### src/rtl/tsq_pkg.sv
package tsq_pkg;
  localparam int TS_W = 15;
  localparam int ID_W = 9;

  typedef struct packed {
    logic [ID_W-1:0] id;
    logic [TS_W-1:0] ts;
  } evt_t;

  // a is strictly earlier than b on the wrapping time line
  function automatic logic earlier(input logic [TS_W-1:0] a, input logic [TS_W-1:0] b);
    logic [TS_W-1:0] d;
    d = a - b;
    return d[TS_W-1];
  endfunction

  // signed (ts - now) below the lead distance
  function automatic logic window_open(input logic [TS_W-1:0] ts, input logic [TS_W-1:0] now,
                                       input logic [TS_W-1:0] lead);
    logic [TS_W-1:0] d;
    d = ts - now;
    return $signed({d[TS_W-1], d}) < $signed({1'b0, lead});
  endfunction
endpackage

### src/rtl/tsq_clock.sv
module tsq_clock #(
  parameter int W = 15
) (
  input  logic         clk,
  input  logic         rst_n,
  output logic [W-1:0] now
);
  always_ff @(posedge clk or negedge rst_n) begin
    if (!rst_n) now <= '0;
    else        now <= now + 1'b1;
  end

  AST_TIME_STEP: assert property (@(posedge clk) disable iff (!rst_n)
    $past(rst_n) |-> now == $past(now) + 1'b1);
endmodule

### src/rtl/tsq_gate.sv
module tsq_gate
  import tsq_pkg::*;
#(
  parameter int LIM_W     = 5,
  parameter int LIM_SHIFT = 5
) (
  input  logic [TS_W-1:0]  root_ts,
  input  logic [TS_W-1:0]  now,
  input  logic [LIM_W-1:0] lim,
  output logic             due
);
  logic [TS_W-1:0] lead;
  assign lead = TS_W'(lim) << LIM_SHIFT;
  assign due  = window_open(root_ts, now, lead);
endmodule

### src/rtl/tsq_heap.sv
module tsq_heap
  import tsq_pkg::*;
#(
  parameter int DEPTH = 64
) (
  input  logic                       clk,
  input  logic                       rst_n,
  input  logic                       push,
  input  logic                       pop,
  input  evt_t                       din,
  output evt_t                       root,
  output logic [$clog2(DEPTH):0]     cnt,
  output logic                       idle
);
  localparam int IW = $clog2(DEPTH);
  localparam int CW = IW + 1;

  typedef enum logic [1:0] {S_IDLE, S_UP, S_PICK, S_MOVE} st_t;

  evt_t          mem [DEPTH];
  st_t           st;
  logic [IW-1:0] pos, cpos;
  evt_t          hold, cval;

  logic [CW-1:0] lidx;
  logic [CW:0]   ridx;
  logic [IW-1:0] par;
  logic          l_ok, r_ok, pick_r, up_swap, dn_swap;
  evt_t          lval, rval, pval;

  assign lidx    = {pos, 1'b1};
  assign ridx    = {1'b0, pos, 1'b1} + 1'b1;
  assign par     = (pos - 1'b1) >> 1;
  assign l_ok    = lidx < cnt;
  assign r_ok    = ridx < {1'b0, cnt};
  assign lval    = mem[lidx[IW-1:0]];
  assign rval    = mem[ridx[IW-1:0]];
  assign pval    = mem[par];
  assign pick_r  = r_ok && earlier(rval.ts, lval.ts);
  assign up_swap = (pos != '0) && earlier(hold.ts, pval.ts);
  assign dn_swap = earlier(cval.ts, hold.ts);

  // single write port
  logic          wr_en;
  logic [IW-1:0] wr_idx;
  evt_t          wr_dat;

  always_comb begin
    wr_en  = 1'b0;
    wr_idx = pos;
    wr_dat = hold;
    case (st)
      S_UP:   begin wr_en = 1'b1; if (up_swap) wr_dat = pval; end
      S_PICK: wr_en = !l_ok;
      S_MOVE: begin wr_en = 1'b1; if (dn_swap) wr_dat = cval; end
      default: wr_en = 1'b0;
    endcase
  end

  always_ff @(posedge clk) begin
    if (wr_en) mem[wr_idx] <= wr_dat;
  end

  always_ff @(posedge clk or negedge rst_n) begin
    if (!rst_n) begin
      st   <= S_IDLE;
      cnt  <= '0;
      pos  <= '0;
      cpos <= '0;
      hold <= '0;
      cval <= '0;
    end else begin
      case (st)
        S_IDLE: begin
          if (push && pop) begin
            hold <= din;
            pos  <= '0;
            st   <= S_PICK;
          end else if (pop) begin
            cnt <= cnt - 1'b1;
            if (cnt != CW'(1)) begin
              hold <= mem[IW'(cnt - 1'b1)];
              pos  <= '0;
              st   <= S_PICK;
            end
          end else if (push) begin
            hold <= din;
            pos  <= cnt[IW-1:0];
            cnt  <= cnt + 1'b1;
            st   <= S_UP;
          end
        end
        S_UP: begin
          if (up_swap) pos <= par;
          else         st  <= S_IDLE;
        end
        S_PICK: begin
          if (!l_ok) st <= S_IDLE;
          else begin
            cpos <= pick_r ? ridx[IW-1:0] : lidx[IW-1:0];
            cval <= pick_r ? rval : lval;
            st   <= S_MOVE;
          end
        end
        S_MOVE: begin
          if (dn_swap) begin
            pos <= cpos;
            st  <= S_PICK;
          end else st <= S_IDLE;
        end
        default: st <= S_IDLE;
      endcase
    end
  end

  assign root = mem[0];
  assign idle = (st == S_IDLE);

  AST_NO_OVERFLOW: assert property (@(posedge clk) disable iff (!rst_n)
    cnt <= CW'(DEPTH));
  AST_NO_PUSH_FULL: assert property (@(posedge clk) disable iff (!rst_n)
    (cnt == CW'(DEPTH) && !pop) |-> !push);
  AST_ROOT_LEFT: assert property (@(posedge clk) disable iff (!rst_n)
    (idle && cnt > CW'(1)) |-> !earlier(mem[1].ts, mem[0].ts));
  AST_ROOT_RIGHT: assert property (@(posedge clk) disable iff (!rst_n)
    (idle && cnt > CW'(2)) |-> !earlier(mem[2].ts, mem[0].ts));
  AST_OPS_WHEN_IDLE: assert property (@(posedge clk) disable iff (!rst_n)
    (push || pop) |-> idle);
  AST_PICK_DOWN: assert property (@(posedge clk) disable iff (!rst_n)
    (st == S_MOVE) |-> cpos > pos);
endmodule

### src/rtl/ts_release_queue.sv
module ts_release_queue
  import tsq_pkg::*;
#(
  parameter int DEPTH     = 64,
  parameter int LIM_W     = 5,
  parameter int LIM_SHIFT = 5
) (
  input  logic             clk,
  input  logic             rst_n,
  input  logic             in_valid,
  output logic             in_ready,
  input  logic [ID_W-1:0]  in_id,
  input  logic [TS_W-1:0]  in_ts,
  input  logic [LIM_W-1:0] lead_code,
  output logic             out_valid,
  input  logic             out_ready,
  output logic [ID_W-1:0]  out_id,
  output logic [TS_W-1:0]  out_ts,
  output logic [TS_W-1:0]  sys_time
);
  localparam int CW = $clog2(DEPTH) + 1;

  evt_t          root, din;
  logic [CW-1:0] cnt;
  logic          idle, due, push, pop;

  assign din = '{id: in_id, ts: in_ts};

  tsq_clock #(.W(TS_W)) u_clock (
    .clk(clk), .rst_n(rst_n), .now(sys_time)
  );

  tsq_gate #(.LIM_W(LIM_W), .LIM_SHIFT(LIM_SHIFT)) u_gate (
    .root_ts(root.ts), .now(sys_time), .lim(lead_code), .due(due)
  );

  tsq_heap #(.DEPTH(DEPTH)) u_heap (
    .clk(clk), .rst_n(rst_n), .push(push), .pop(pop), .din(din),
    .root(root), .cnt(cnt), .idle(idle)
  );

  assign out_valid = idle && (cnt != '0) && due;
  assign in_ready  = idle && (out_valid ? out_ready : (cnt < CW'(DEPTH)));
  assign push      = in_valid && in_ready;
  assign pop       = out_valid && out_ready;
  assign out_id    = root.id;
  assign out_ts    = root.ts;

  AST_EMPTY_QUIET: assert property (@(posedge clk) disable iff (!rst_n)
    (cnt == '0) |-> !out_valid);
  AST_HOLD_STALL: assert property (@(posedge clk) disable iff (!rst_n)
    (out_valid && !out_ready) |=> (out_valid && $stable(out_id) && $stable(out_ts)));
  AST_STALL_BLOCKS_IN: assert property (@(posedge clk) disable iff (!rst_n)
    (out_valid && !out_ready) |-> !in_ready);
  AST_PAST_DUE: assert property (@(posedge clk) disable iff (!rst_n)
    (idle && cnt != '0 && earlier(root.ts, sys_time)) |-> out_valid);
  AST_SHARED_PASS: assert property (@(posedge clk) disable iff (!rst_n)
    (out_valid && out_ready) |-> in_ready);
endmodule

### config.mk
export PLATFORM = sky130hd
export DESIGN_NAME = ts_release_queue
export DESIGN_NICKNAME = d
export VERILOG_FILES = /design/src/rtl/tsq_pkg.sv /design/src/rtl/tsq_clock.sv /design/src/rtl/tsq_gate.sv /design/src/rtl/tsq_heap.sv /design/src/rtl/ts_release_queue.sv
export SDC_FILE = /design/constraint.sdc
export NUM_CORES = 2
export LEC_CHECK = 0
export ABC_AREA = 1
export BUFFER_PORTS_ARGS = -buffer_cell sky130_fd_sc_hd__buf_4
export CAP_MARGIN = 20
export CORE_ASPECT_RATIO = 0.8
export CORE_MARGIN = 3
export CORE_UTILIZATION = 32
export CTS_CLUSTER_SIZE = 16
export DETAILED_ROUTE_END_ITERATION = 16
export PLACE_DENSITY_LB_ADDON = 0.2
export RECOVER_POWER = 50
export SYNTH_ARGS = -nofsm -noshare
export SYNTH_HDL_FRONTEND = slang
export SYNTH_SLANG_ARGS = --single-unit
### constraint.sdc
create_clock -name clk -period 11.7 [get_ports clk]
set_clock_uncertainty 0.15 [all_clocks]
set_input_delay 1.17 -clock clk [delete_from_list [all_inputs] [get_ports clk]]
set_output_delay 1.17 -clock clk [all_outputs]
set_load 0.05 [all_outputs]
==> results.md <==
* Run status: finished, violations left
* Failing checks: max-capacitance violations, max-slew violations
* Count of cell types in the netlist at 64
* Fillcell total at 27.00k
* DRC errors left at 0
* Setup TNS at 0 ps
* Max-slew headroom at the worst pin at -179.9%
* Rows at 170
* CTS tree: done
* GRT Residual Overflow at 0
* Crit start category: register
* 1st-iter DRT viols at around 16k
* Post-DP HPWL at 247.9 mm
* Clock tree buffer depth at 4
* Die W at a little under 600 microns
* Seq cells post-synth at 1620
* Core Area at 269100 sq um
* Top cells by count, synth: 1617 x o21ai_0, 1536 x edfxtp_1, 1482 x nand2_1
* F_max at between 0.09 and 0.1 GHz
* Cell with the most instances after synthesis: o21ai_0
* Final wirelength at 428.2 mm
* Initial antenna violation count at 27
* Final slew viol count at 1699
* First-pass GRT wire length at 585.2 mm
* Dpl cells at 12.66k
* Hold path start: u_heap.cpos[3]
* GPL Wtd Cong at 0.9697
* Die area at 277800 sq um
* Postcts setup bufs at 0
* Final hold vios at 0
* Dominant synthesized flop cell: edfxtp_1
* Share of cells above drive strength 1 at 6.589%
* Final nets at 9338
* Synthesized instance count at around 9.5k
* H-tree levels at 4
* EDFF count, synth at ~1.5k
* Critical path class: register to register
* Crit path max fanout at 76
* Crit share post-route at 87.18%
* Critical Path AT at between 10000 and 15000 ps
* RSZ-0062 raised after global routing: false
* Critical Path Start: u_heap.pos[0]
* Starting density of the core at 32.28%
* Largest net degree at the start of global routing at 195
* Root buf cell: clkbuf_16
* Skew-Pair Late Insertion Delay at 870 ps
* Worst Setup End Kind: register
* DR vias/cell at 6.323
* Cell Area, Synth at between 80000 and 90000 sq um
* Cts bufs inserted at 180
* Max-cap violations at slightly below 80
* Layout area overhead at 11.47%
* # setup viols final at 0
* I/O pins at 74
* Syn_nets at 9596
* Hold buffer count at CTS at 0
* Drt first pass iters at 7
* Worst hold path class: register to register
* Post-CTS sizing at 0
* Post-synth ARST share at 5.185%
* Crit path time final at around 10000 ps
* Yosys top cell by area: edfxtp_1
* Syn Area/Cell at 9.158 sq um
* Synth area leaders: edfxtp_1 53%, o21ai_0 9.3%, nand2_1 6.4%
* Reg clk slew, reported paths at 70 ps
* DR vias at 82.12k
* Yosys Warn Count at 0
* Worst EP required at ~12000 ps
* Chip height at 472.0 microns
* Drt wl/cell at 32.97 microns
* Antenna Nets Post-Route at 0
* Reg2Reg Launch Point: u_heap.pos[0]
* Worst-Margin Slew at 4199 ps
* Count of non-filler cells in the finished layout at about 13k
* Vias in the first global route at approximately 74k
* Sequential area share after synthesis at 55.52%
* Area share of the largest cell type after synthesis at 53.10%
* Sinks on Clock Net at 1620
* GRT Util Overall at 29.38%
* PortBufs at 73
through the flow:
stage | util, % | cell area (sq um) | worst slack, ps | hold WS (ps)
floorplan | - | 86860 | 4408 | 299.1
global placement | 34.07 | 91660 | 3918 | 322.5
detailed placement | 34.10 | 91760 | 3997 | 319.8
CTS | 36.20 | 97400 | 3949 | 148.3
global route | 35.98 | 96800 | 1717 | 358.5
finish | 35.99 | 96830 | 1500 | 342.6
final timing paths:
kind                                       to  slack (ps)  cells after the start
max                        u_heap.mem[30][18]        1500                      8
min                            u_heap.cpos[3]         340                      2
max reg2reg                u_heap.mem[30][18]        1500                      8
min reg2reg                    u_heap.cpos[3]         340                      2
max in group asynchronous     u_heap.hold[13]        5410                      2
min in group asynchronous       u_heap.cnt[0]         940                      1
sequential cells by signal (all words and copies together), names as in the netlist:
register,cells
u_heap.cval,24
u_clock.now,15
u_heap.hold,24
u_heap.cnt,7
u_heap.pos,6
u_heap.mem,1536
u_heap.cpos,6
u_heap.st,2
critical path, stage by stage, from the launching register on:
cell and delay, ps:
dfrtp_1 910, inv_8 720, clkbuf_1 1240, nand3_1 1430, inv_4 1010, buf_4 500, nand2_1 410, nor2_1 1270
clkbuf_1 1950
routing by layer:
metal  wire length, microns  part of all wire [%]  vias to the layer above  global-route usage (%)
met5                    281                 0.066                        -                  0.2761
met4                  23720                   5.5                       22                   13.69
met3                  64430                    15                     1264                   9.795
met2                 168700                    39                     6909                   40.22
met1                 171000                    40                    40080                   41.38
li1                       -                     -                    33850                       -
cell families (layout without fill, tap and decap cells):
logic type / Yosys count / in the layout / share of synthesized area, %
simple gates: 3237 / 3237 / 15.01
compound gates: 3177 / 3177 / 21.65
flops: 1620 / 1620 / 55.52
buf+inv: 1316 / 1195 / 6.056
fa+ha+maj: 78 / 78 / 1.124
xor+xnor: 31 / 31 / 0.3385
mux: 26 / 26 / 0.2996
other cells: 0 / 11 / 0
placed cells by master, fill, tap and decap left out, types with 13 or more instances in the layout:
cell type	netlist	routed
clkbuf_1	505	145
o2111ai_1	22	22
o211ai_1	223	223
nand3_1	308	302
o31ai_1	13	13
bufinv_16	0	16
dfrtp_1	84	81
o311ai_0	61	61
a31oi_1	46	46
o21ai_0	1617	1608
a211oi_1	87	86
mux2i_1	26	26
buf_4	14	202
ha_1	78	76
nor3_1	52	51
o21ai_1	22	30
nor2_1	1258	1217
xor2_1	25	22
nand4_1	82	82
o221ai_1	67	67
a22o_1	17	17
a221oi_1	106	106
a32o_1	20	20
edfxtp_1	1536	1536
clkinv_2	0	39
nand3b_1	14	14
inv_1	524	517
buf_12	0	20
a21oi_1	318	318
clkinv_1	4	30
nand2_1	1482	1479
a22oi_1	59	59
o22ai_1	447	447
clkbuf_16	0	182
nor2_4	2	42
area by class of cell:
cell class,instances,area [sq um],share of cell area (%)
inverter,543,2100,2.168
tap,3612,4519,4.668
clock buffer,224,4752,4.908
sequential,1620,48230,49.81
clock inverter,95,893.4,0.9226
antenna,11,27.53,0.02843
multi-input combinational,6549,33930,35.04
timing repair buffer,333,2376,2.454
Power is left out: the tool's default activity adds up to more than one toggle a clock period on the data nets, which glitch-free logic cannot reach.
